File: config.mk
export PLATFORM = sky130hd
export DESIGN_NAME = preload_status_file
export DESIGN_NICKNAME = d
export VERILOG_FILES = /design/src/rtl/pstat_pkg.sv /design/src/rtl/pstat_ctrl.sv /design/src/rtl/pstat_datapath.sv /design/src/rtl/preload_status_file.sv
export SDC_FILE = /design/constraint.sdc
export NUM_CORES = 1
export LEC_CHECK = 0
export ABC_AREA = 1
export BUFFER_PORTS_ARGS = -buffer_cell sky130_fd_sc_hd__buf_4
export CORE_ASPECT_RATIO = 1.4
export CORE_MARGIN = 5
export CORE_UTILIZATION = 45
export DETAILED_ROUTE_END_ITERATION = 10
export PLACE_DENSITY_LB_ADDON = 0.2
export SLEW_MARGIN = 10
export SYNTH_ARGS = -nofsm -noshare
export SYNTH_HDL_FRONTEND = slang
export SYNTH_SLANG_ARGS = --single-unit
File: constraint.sdc
create_clock -name clk -period 1 [get_ports clk]
set_clock_uncertainty 0.2 [all_clocks]
set_input_delay 0.1 -clock clk [delete_from_list [all_inputs] [get_ports clk]]
set_output_delay 0.1 -clock clk [all_outputs]
set_load 0.01 [all_outputs]
File: src/rtl/pstat_pkg.sv
package pstat_pkg;

  localparam int WORD_W = 32;
  localparam int CODE_W = 7;
  localparam int STAT_W = 2;

  localparam logic [STAT_W-1:0] ST_IDLE = 2'b00;
  localparam logic [STAT_W-1:0] ST_RUN  = 2'b10;
  localparam logic [STAT_W-1:0] ST_END  = 2'b11;

  typedef enum logic [1:0] {
    EV_NONE  = 2'd0,
    EV_START = 2'd1,
    EV_DONE  = 2'd2,
    EV_ERR   = 2'd3
  } evOp_t;

  // strobes from control to datapath for the register side
  typedef struct packed {
    logic respond;
    logic grant;
  } accStrobe_t;

endpackage

File: src/rtl/pstat_ctrl.sv
module pstat_ctrl
  import pstat_pkg::*;
#(
  parameter int NUM_CH   = 4,
  parameter int CH_SEL_W = 3,
  parameter int IDX_W    = 2
) (
  input  logic                evStart,
  input  logic [CH_SEL_W-1:0] evStartCh,
  input  logic                evDone,
  input  logic [CH_SEL_W-1:0] evDoneCh,
  input  logic                evErr,
  input  logic [CH_SEL_W-1:0] evErrCh,
  input  logic [CODE_W-1:0]   evErrCode,
  input  logic                reqValid,
  input  logic                reqWrite,
  input  logic                reqSecure,
  input  logic                reqPriv,
  input  logic [CH_SEL_W-1:0] chSel,
  input  logic [NUM_CH-1:0]   userEn,
  input  logic                nsEnable,
  output accStrobe_t          acc,
  output logic [IDX_W-1:0]    rdIdx,
  output evOp_t               evOp [NUM_CH],
  output logic [CODE_W-1:0]   loadCode
);

  logic selInRange;
  logic userBit;
  logic stateOk;
  logic readOk;

  // register-side permission decode
  always_comb begin
    selInRange = (int'(chSel) < NUM_CH);
    rdIdx      = chSel[IDX_W-1:0];
    userBit    = selInRange ? userEn[rdIdx] : 1'b0;
    stateOk    = reqSecure | nsEnable;
    readOk     = reqPriv ? stateOk : (userBit & stateOk);
    acc.respond = reqValid;
    acc.grant   = reqValid & ~reqWrite & selInRange & readOk;
  end

  // fault code always marks the error-present bit
  assign loadCode = {1'b1, evErrCode[CODE_W-2:0]};

  // engine-side event decode, later assignment wins: error > done > start
  for (genvar i = 0; i < NUM_CH; i++) begin : g_evDec
    always_comb begin
      evOp[i] = EV_NONE;
      if (evStart && int'(evStartCh) == i) evOp[i] = EV_START;
      if (evDone  && int'(evDoneCh)  == i) evOp[i] = EV_DONE;
      if (evErr   && int'(evErrCh)   == i) evOp[i] = EV_ERR;
    end
  end

endmodule

File: src/rtl/pstat_datapath.sv
module pstat_datapath
  import pstat_pkg::*;
#(
  parameter int NUM_CH = 4,
  parameter int IDX_W  = 2
) (
  input  logic              clk,
  input  logic              rst_n,
  input  accStrobe_t        acc,
  input  logic [IDX_W-1:0]  rdIdx,
  input  evOp_t             evOp [NUM_CH],
  input  logic [CODE_W-1:0] loadCode,
  output logic              rspValid,
  output logic              rspUndef,
  output logic [WORD_W-1:0] rspData
);

  localparam int PAD_W = WORD_W - CODE_W - STAT_W;

  logic [STAT_W-1:0] statQ [NUM_CH];
  logic [CODE_W-1:0] codeQ [NUM_CH];
  logic [WORD_W-1:0] rdWord;

  for (genvar i = 0; i < NUM_CH; i++) begin : g_chan
    always_ff @(posedge clk or negedge rst_n) begin
      if (!rst_n) begin
        statQ[i] <= ST_IDLE;
        codeQ[i] <= '0;
      end else begin
        case (evOp[i])
          EV_START: begin statQ[i] <= ST_RUN; codeQ[i] <= '0;       end
          EV_DONE:  begin statQ[i] <= ST_END; codeQ[i] <= '0;       end
          EV_ERR:   begin statQ[i] <= ST_END; codeQ[i] <= loadCode; end
          default:  ;
        endcase
      end
    end

    a_r3_start_runs: assert property (@(posedge clk) disable iff (!rst_n)
      evOp[i] == EV_START |=> statQ[i] == ST_RUN && codeQ[i] == '0);
    a_r4_done_clean: assert property (@(posedge clk) disable iff (!rst_n)
      evOp[i] == EV_DONE |=> statQ[i] == ST_END && codeQ[i] == '0);
    a_r5_err_flagged: assert property (@(posedge clk) disable iff (!rst_n)
      evOp[i] == EV_ERR |=> statQ[i] == ST_END && codeQ[i][CODE_W-1]);
    a_r6_quiet_holds: assert property (@(posedge clk) disable iff (!rst_n)
      evOp[i] == EV_NONE |=> $stable(statQ[i]) && $stable(codeQ[i]));
    a_r2_no_reserved_status: assert property (@(posedge clk) disable iff (!rst_n)
      statQ[i] != 2'b01);
  end

  always_comb begin
    rdWord = '0;
    if (acc.grant) rdWord = {{PAD_W{1'b0}}, codeQ[rdIdx], statQ[rdIdx]};
  end

  always_ff @(posedge clk or negedge rst_n) begin
    if (!rst_n) begin
      rspValid <= 1'b0;
      rspUndef <= 1'b0;
      rspData  <= '0;
    end else begin
      rspValid <= acc.respond;
      rspUndef <= acc.respond & ~acc.grant;
      rspData  <= rdWord;
    end
  end

endmodule

File: src/rtl/preload_status_file.sv
module preload_status_file
  import pstat_pkg::*;
#(
  parameter int NUM_CH   = 4,
  parameter int CH_SEL_W = 3
) (
  input  logic                clk,
  input  logic                rst_n,
  input  logic                evStart,
  input  logic [CH_SEL_W-1:0] evStartCh,
  input  logic                evDone,
  input  logic [CH_SEL_W-1:0] evDoneCh,
  input  logic                evErr,
  input  logic [CH_SEL_W-1:0] evErrCh,
  input  logic [6:0]          evErrCode,
  input  logic                reqValid,
  input  logic                reqWrite,
  input  logic                reqSecure,
  input  logic                reqPriv,
  input  logic [CH_SEL_W-1:0] chSel,
  input  logic [NUM_CH-1:0]   userEn,
  input  logic                nsEnable,
  output logic                rspValid,
  output logic                rspUndef,
  output logic [31:0]         rspData
);

  localparam int IDX_W = (NUM_CH > 1) ? $clog2(NUM_CH) : 1;

  accStrobe_t        acc;
  logic [IDX_W-1:0]  rdIdx;
  evOp_t             evOp [NUM_CH];
  logic [CODE_W-1:0] loadCode;

  pstat_ctrl #(.NUM_CH(NUM_CH), .CH_SEL_W(CH_SEL_W), .IDX_W(IDX_W)) u_ctrl (
    .evStart(evStart), .evStartCh(evStartCh),
    .evDone(evDone), .evDoneCh(evDoneCh),
    .evErr(evErr), .evErrCh(evErrCh), .evErrCode(evErrCode),
    .reqValid(reqValid), .reqWrite(reqWrite), .reqSecure(reqSecure),
    .reqPriv(reqPriv), .chSel(chSel), .userEn(userEn), .nsEnable(nsEnable),
    .acc(acc), .rdIdx(rdIdx), .evOp(evOp), .loadCode(loadCode)
  );

  pstat_datapath #(.NUM_CH(NUM_CH), .IDX_W(IDX_W)) u_dp (
    .clk(clk), .rst_n(rst_n), .acc(acc), .rdIdx(rdIdx), .evOp(evOp),
    .loadCode(loadCode), .rspValid(rspValid), .rspUndef(rspUndef),
    .rspData(rspData)
  );

  a_r10_resp_follows: assert property (@(posedge clk) disable iff (!rst_n)
    reqValid |=> rspValid);
  a_r10_no_spurious: assert property (@(posedge clk) disable iff (!rst_n)
    !reqValid |=> !rspValid);
  a_r7_write_undef: assert property (@(posedge clk) disable iff (!rst_n)
    reqValid && reqWrite |=> rspUndef);
  a_r9_undef_zero: assert property (@(posedge clk) disable iff (!rst_n)
    rspUndef |-> rspData == 32'd0);
  a_r9_range_undef: assert property (@(posedge clk) disable iff (!rst_n)
    reqValid && int'(chSel) >= NUM_CH |=> rspUndef);
  a_r8_secure_priv: assert property (@(posedge clk) disable iff (!rst_n)
    reqValid && !reqWrite && reqSecure && reqPriv && int'(chSel) < NUM_CH
    |=> !rspUndef);
  a_r2_reserved_zero: assert property (@(posedge clk) disable iff (!rst_n)
    rspValid |-> rspData[31:9] == '0);

endmodule

# Word level (Yosys, flattened, before mapping)
# Index checks and enable logic that the tools add are counted.
dict set report classes {
  mux 31
  bitwise_logic 9
  n_eq_ne 21
  n_reduce_logical 31
  n_lt_le_gt_ge 3
}
# op count
set op_table {}
lappend op_table {{7-bit one-hot mux with 2 select lines} 4}
lappend op_table {{2-bit two-way mux} 10}
lappend op_table {{3-bit equality test (second input constant)} 6}
lappend op_table {{2-bit equality test (second input constant)} 8}
lappend op_table {{2-bit one-hot mux with 2 select lines} 4}
lappend op_table {{2-bit nonzero test} 8}
lappend op_table {{2-bit OR reduction} 8}
lappend op_table {{7-bit binary-select mux with 2-bit select} 1}
lappend op_table {{7-bit two-way mux} 2}
lappend op_table {{1-bit logical AND} 12}
lappend op_table {{3-bit by 2-bit equality test with 1-bit output (second input constant)} 3}
lappend op_table {{3-bit zero test} 3}
lappend op_table {{9-bit two-way mux} 1}
lappend op_table {{2-bit by 1-bit equality test with 1-bit output (second input constant)} 4}
lappend op_table {{1-bit two-way mux} 7}
lappend op_table {{1-bit bitwise AND} 5}
lappend op_table {{2-bit binary-select mux with 2-bit select} 1}
lappend op_table {{3-bit greater-or-equal comparator (second input constant)} 1}
lappend op_table {{2-bit by 3-bit less-than comparator with 1-bit output (second input constant)} 1}
lappend op_table {{3-bit less-than comparator (second input constant)} 1}
lappend op_table {{2-bit inverter with 3-bit output} 1}
lappend op_table {{1-bit binary-select mux with 2-bit select} 1}
lappend op_table {{1-bit inverter} 2}
lappend op_table {{1-bit OR} 1}
dict set report word_totals {
  register_bits 47
  inputBits 33
  output_inout_bits 34
  word_cells 106
}

# Longest topological paths before layout
dict set report depth {
  word_depth 8
  depth_mapped 7
  ltp_nobuf 7
}

# Modules after synthesis
# From an unflattened synthesis, not the netlist that was laid out.
dict set report hier_totals {
  cells_unflattened 292
  hier_area_um2 2473.6
}
# mod area_each_um2 instances seq_area_each_um2 cells_per_inst
set by_module_without_submodules {}
lappend by_module_without_submodules {pstat_datapath 2182.1 1 1176.1 234}
lappend by_module_without_submodules {pstat_ctrl 291.5 1 0.0 58}

# Worst setup path after synthesis
# Ideal clock, no wire load.
dict set report synth_timing {
  path_kind {input to register}
  start {in evErr}
  end {reg u_dp.codeQ[6] (netlist bit)}
  setup_time_ns 0.121
  cell_stages 6
  arrival_ns 0.687
  required_ns 0.679
  path_slack_ns -0.008
  path_buffers 1
  path_cell_list {inv_1 > nor2_4 > nand3_2 > buf_2 > nand4_1 > nand2_1}
}
dict set report synth_between {
  elab_chain_len 5
  word_cells_on_any_way 8
  classes_between {eq/ne (3); mux (2); reduce/logical (3)}
}
# element line
set synth_lines {}
lappend synth_lines {{start, declared} preload_status_file.sv:13} ;# input logic evErr,
lappend synth_lines {{1-bit logical AND (*)} pstat_ctrl.sv:53} ;# if (evErr && int'(evErrCh) == i) evOp[i] = EV_ERR;
lappend synth_lines {{2-bit two-way mux (*)} pstat_ctrl.sv:53}
lappend synth_lines {{2-bit by 1-bit equality test with 1-bit output or 2-bit equality test (tied branches)} pstat_datapath.sv:30} ;# case (evOp[i])
lappend synth_lines {{2-bit OR reduction (no line)} -}
lappend synth_lines {{7-bit one-hot mux with 2 select lines or 2-bit nonzero test (tied branches)} -}
lappend synth_lines {{end signal, assigned by index} pstat_datapath.sv:31} ;# EV_START: begin statQ[i] <= ST_RUN; codeQ[i] <= '0; end
lappend synth_lines {{end signal, assigned by index} pstat_datapath.sv:32} ;# EV_DONE: begin statQ[i] <= ST_END; codeQ[i] <= '0; end
lappend synth_lines {{end signal, assigned by index} pstat_datapath.sv:33} ;# EV_ERR: begin statQ[i] <= ST_END; codeQ[i] <= loadCode; end
lappend synth_lines {{end, declared} pstat_datapath.sv:21} ;# logic [CODE_W-1:0] codeQ [NUM_CH];
# Mark *: on every way between the ends. The rest lies on a longest branch, timed or not.
# A chain may end at the register's enable or synchronous reset.

# Final worst setup path
dict set report layout_timing {
  start {reg u_dp.codeQ[7] (netlist bit)}
  end {reg u_dp.rspData[2]}
}
dict set report layout_between {
  elab_chain_len 4
}
# element line
set layout_lines {}
lappend layout_lines {{start signal, assigned by index} pstat_datapath.sv:28} ;# codeQ[i] <= '0;
lappend layout_lines {{start signal, assigned by index} pstat_datapath.sv:31}
lappend layout_lines {{start signal, assigned by index} pstat_datapath.sv:32}
lappend layout_lines {{7-bit binary-select mux with 2-bit select} pstat_datapath.sv:53} ;# if (acc.grant) rdWord = {{PAD_W{1'b0}}, codeQ[rdIdx], statQ[rdIdx]};
lappend layout_lines {{7-bit two-way mux (implied by the code) (2 in a row)} pstat_datapath.sv:53}
lappend layout_lines {{9-bit two-way mux} pstat_datapath.sv:53}
lappend layout_lines {{named net u_dp.rdWord[2]} pstat_datapath.sv:22} ;# logic [WORD_W-1:0] rdWord;
lappend layout_lines {{end signal, assigned} pstat_datapath.sv:64} ;# rspData <= rdWord;
lappend layout_lines {{end, declared} pstat_datapath.sv:15} ;# output logic [WORD_W-1:0] rspData
# The timed path passes the listed nets, and every way through them passes these cells. The select of a mux whose other input is x is not followed.

==> results.toml <==
[global_route]
grt_pass1_vias = 2327
grt_pass1_wl_mm = 10.6
grt-ovfl-total = 0
grt_max_degree = 21
track_usage = 0.192
antenna_found_initial = 0

[finish]
diodes = 0
finalNetCount = 420
final_common_cell = "nand2_1"
area_delta_synth_final_pct = 36.4
final_cell_mix = "nand2_1 (64), buf_4 (63), dfrtp_1 (47)"
drive_gt1_frac = 0.278

[synthesis]
ys_seq_elements = 47
syn_area_um2 = 2440
syn_avg_cell_area_um2 = 8.22
netlist_instances = 297
ys_warn_count = 0
synth_cell_types = 22
synth_seq_area_share = 0.482

[timing]
fmax_mhz = 902
rsz0062_at_grt = "true"
whs_ns = -0.102
final.setup.tns_ns = -1.93
fin_crit_sh = 1.11
post-route-min-period_ns = 1.11
setup_viol = 22
hold_viol = 3
fin_ws_ns = -0.109
drv_slew = 0

[pwr]
ir_drop_v = 0.000773
finalPower_mw = 4.57
p_seq_frac = 0.479
p_sw_mw = 1.22
p_clk_frac = 0.316
leakage_nw = 1.84
internal-power_mw = 3.35
switching_share = 0.266
p_per_area_nw_per_um2 = 1370
combinationalPowerShare = 0.205

[cts]
clkTransAtPathRegs_ns = 0.08
clkSinkCount = 47
max-clock-path-buffers = 2
cts_tree = "built"
cts_made_buffers = 5
cts_hold_buffers = 8
htreeDepth = 2
cts_root_buf = "clkbuf_8"
clkLatencyLatePin_ns = 0.30

[critical_path]
worstPathArrival_ns = 1.15
cpMostUsedCell = "nor2_1"
cp-start-kind = "flop"
crit_type = "flop to flop"
cp_data_required_time_ns = 1.04
rr_worst_depth = 6
crit_slowest_cell = "dfrtp_1"
crit_path_max_fanout = 2
cp-end-kind = "flop"
slowest_delay_ns = 0.36
path_cells = "nor2_1 > nor2_1 > o21ai_1 > nand2_1 > inv_1 > nor2_1"

[routing]
vias = 2263
ant_nets = 0
wl_per_cell_um = 14.0
detail_route.vias_per_cell = 4.98
first_pass_iters = 4
wirelength_mm = 6.37
drt_iter0_markers = 170
post-route-drc-count = 0

[placement]
routabilityCongestion = 0.902
hpwl_mm = 4.72
port_buffers = 42

[floorplanning]
rows = 31
die_area_um2 = 7020
start_util = 0.466
core_um2 = 5240
dieHeight_um = 97.2
io_pins = 67
die_width_um = 72.3

[min_path]
min_path_cells = 4
hold_path_class = "input port to flop"

[run_status]
status = "complete, but fails checks"
failed_checks = "hold timing, setup timing"

[job]
maxCapViolCount = 0
==> power by group through the flow <==
stage	Clock, mW	Combinational (mW)	Sequential (mW)
after floorplan	0	0.488	2.19
after global placement	0	0.835	2.21
after detailed placement	0	0.853	2.21
after CTS	1.48	0.916	2.18
after global routing	1.55	1.06	2.21
final	1.45	0.937	2.19
==> final timing paths <==
| path | start | to | slack (ns) |
|---|---|---|---|
| worst max register to register | u_dp.codeQ[7]$_DFFE_PN0P_ | u_dp.rspData[2]$_DFF_PN0_ | -0.11 |
| worst min register to register | u_dp.statQ[2]$_DFFE_PN0P_ | u_dp.statQ[2]$_DFFE_PN0P_ | 0.31 |
| worst max-delay path | u_dp.codeQ[7]$_DFFE_PN0P_ | u_dp.rspData[2]$_DFF_PN0_ | -0.11 |
| worst min-delay path | reqPriv | u_dp.rspUndef$_DFF_PN0_ | -0.10 |
| min in group asynchronous | rst_n | u_dp.rspValid$_DFF_PN0_ | 0.03 |
| max in group asynchronous | rst_n | u_dp.codeQ[25]$_DFFE_PN0P_ | 0.19 |
==> metal layers <==
| metal | vias to the layer above | track usage | wire length (um) |
|---|---|---|---|
| met5 | - | 0 | 0 |
| met4 | 0 | 0.126 | 314 |
| li1 | 1104 | - | - |
| met2 | 84 | 0.314 | 3170 |
| met3 | 20 | 0.0269 | 371 |
| met1 | 1055 | 0.230 | 2510 |
==> area by class of cell <==
class	count	area (um^2)
clock buffer	6	82.6
sequential	47	1180
fill	473	1910
inverter	36	135
tap	66	82.6
clock inverter	2	35.0
timing repair buffer	90	811
multi-input combinational	207	1010
==> critical path: cells and delay by family, from the launching register on <==
kind | cells | cell delay, ns
compound gates | 1 | 0.10
buf+inv | 1 | 0.04
flops | 1 | 0.36
simple gates | 4 | 0.35
==> cell families after synthesis <==
kind of cell,Yosys count,synth area share
other,1,0.00154
AO/OA/AOI/OAI,25,0.0543
buffers and inverters,65,0.149
flip-flops,47,0.482
AND/OR/NAND/NOR,159,0.314
==> per-stage QoR <==
| step | area [um^2] | utilization | hold slack [ns] | setup slack, ns | instances |
|---|---|---|---|---|---|
| 6_report | 3330 | 0.636 | -0.102 | -0.109 | 454 |
| 5_1_grt | 3330 | 0.636 | -0.0907 | -0.184 | 454 |
| 4_1_cts | 3300 | 0.631 | -0.109 | -0.116 | 453 |
| 3_5_place_dp | 3040 | 0.580 | -0.189 | -0.210 | 434 |
| 3_3_place_gp | 3040 | 0.580 | -0.191 | -0.204 | 434 |
| 2_1_floorplan | 2530 | - | -0.396 | 0.0118 | 319 |
==> repair_timing <==
item                                   in CTS  in global routing
setup endpoints to repair                  20                 28
pin swaps                                   9                 14
gates resized for setup                    14                  9
buffers inserted                            3                  3
endpoints found under the hold margin      79                  1
==> sequential cells by signal, summed over array words and instances, names as in the netlist <==
register,cells
u_dp.rspData,9
u_dp.rspUndef,1
u_dp.codeQ,28
u_dp.rspValid,1
u_dp.statQ,8
==> synth_stat cells <==
cell type | n | area share
o211ai_1 | 3 | 0.0092
nor2_1 | 42 | 0.065
buf_2 | 2 | 0.0041
buf_4 | 23 | 0.071
o21ai_0 | 3 | 0.0061
nand3b_1 | 1 | 0.0031
nor2_4 | 1 | 0.0046
conb_1 | 1 | 0.0015
nand3_1 | 6 | 0.012
nand2_2 | 1 | 0.0026
buf_6 | 4 | 0.018
inv_2 | 1 | 0.0015
o21ai_1 | 18 | 0.037
inv_1 | 35 | 0.054
dfrtp_1 | 47 | 0.48
nand2_4 | 1 | 0.0046
nand4_2 | 4 | 0.020
nand4_1 | 34 | 0.087
nand2_1 | 65 | 0.10
nand3_2 | 3 | 0.012
a21oi_1 | 1 | 0.0020
and2_1 | 1 | 0.0026
No activity file was read; power rests on OpenSTA's default activity.
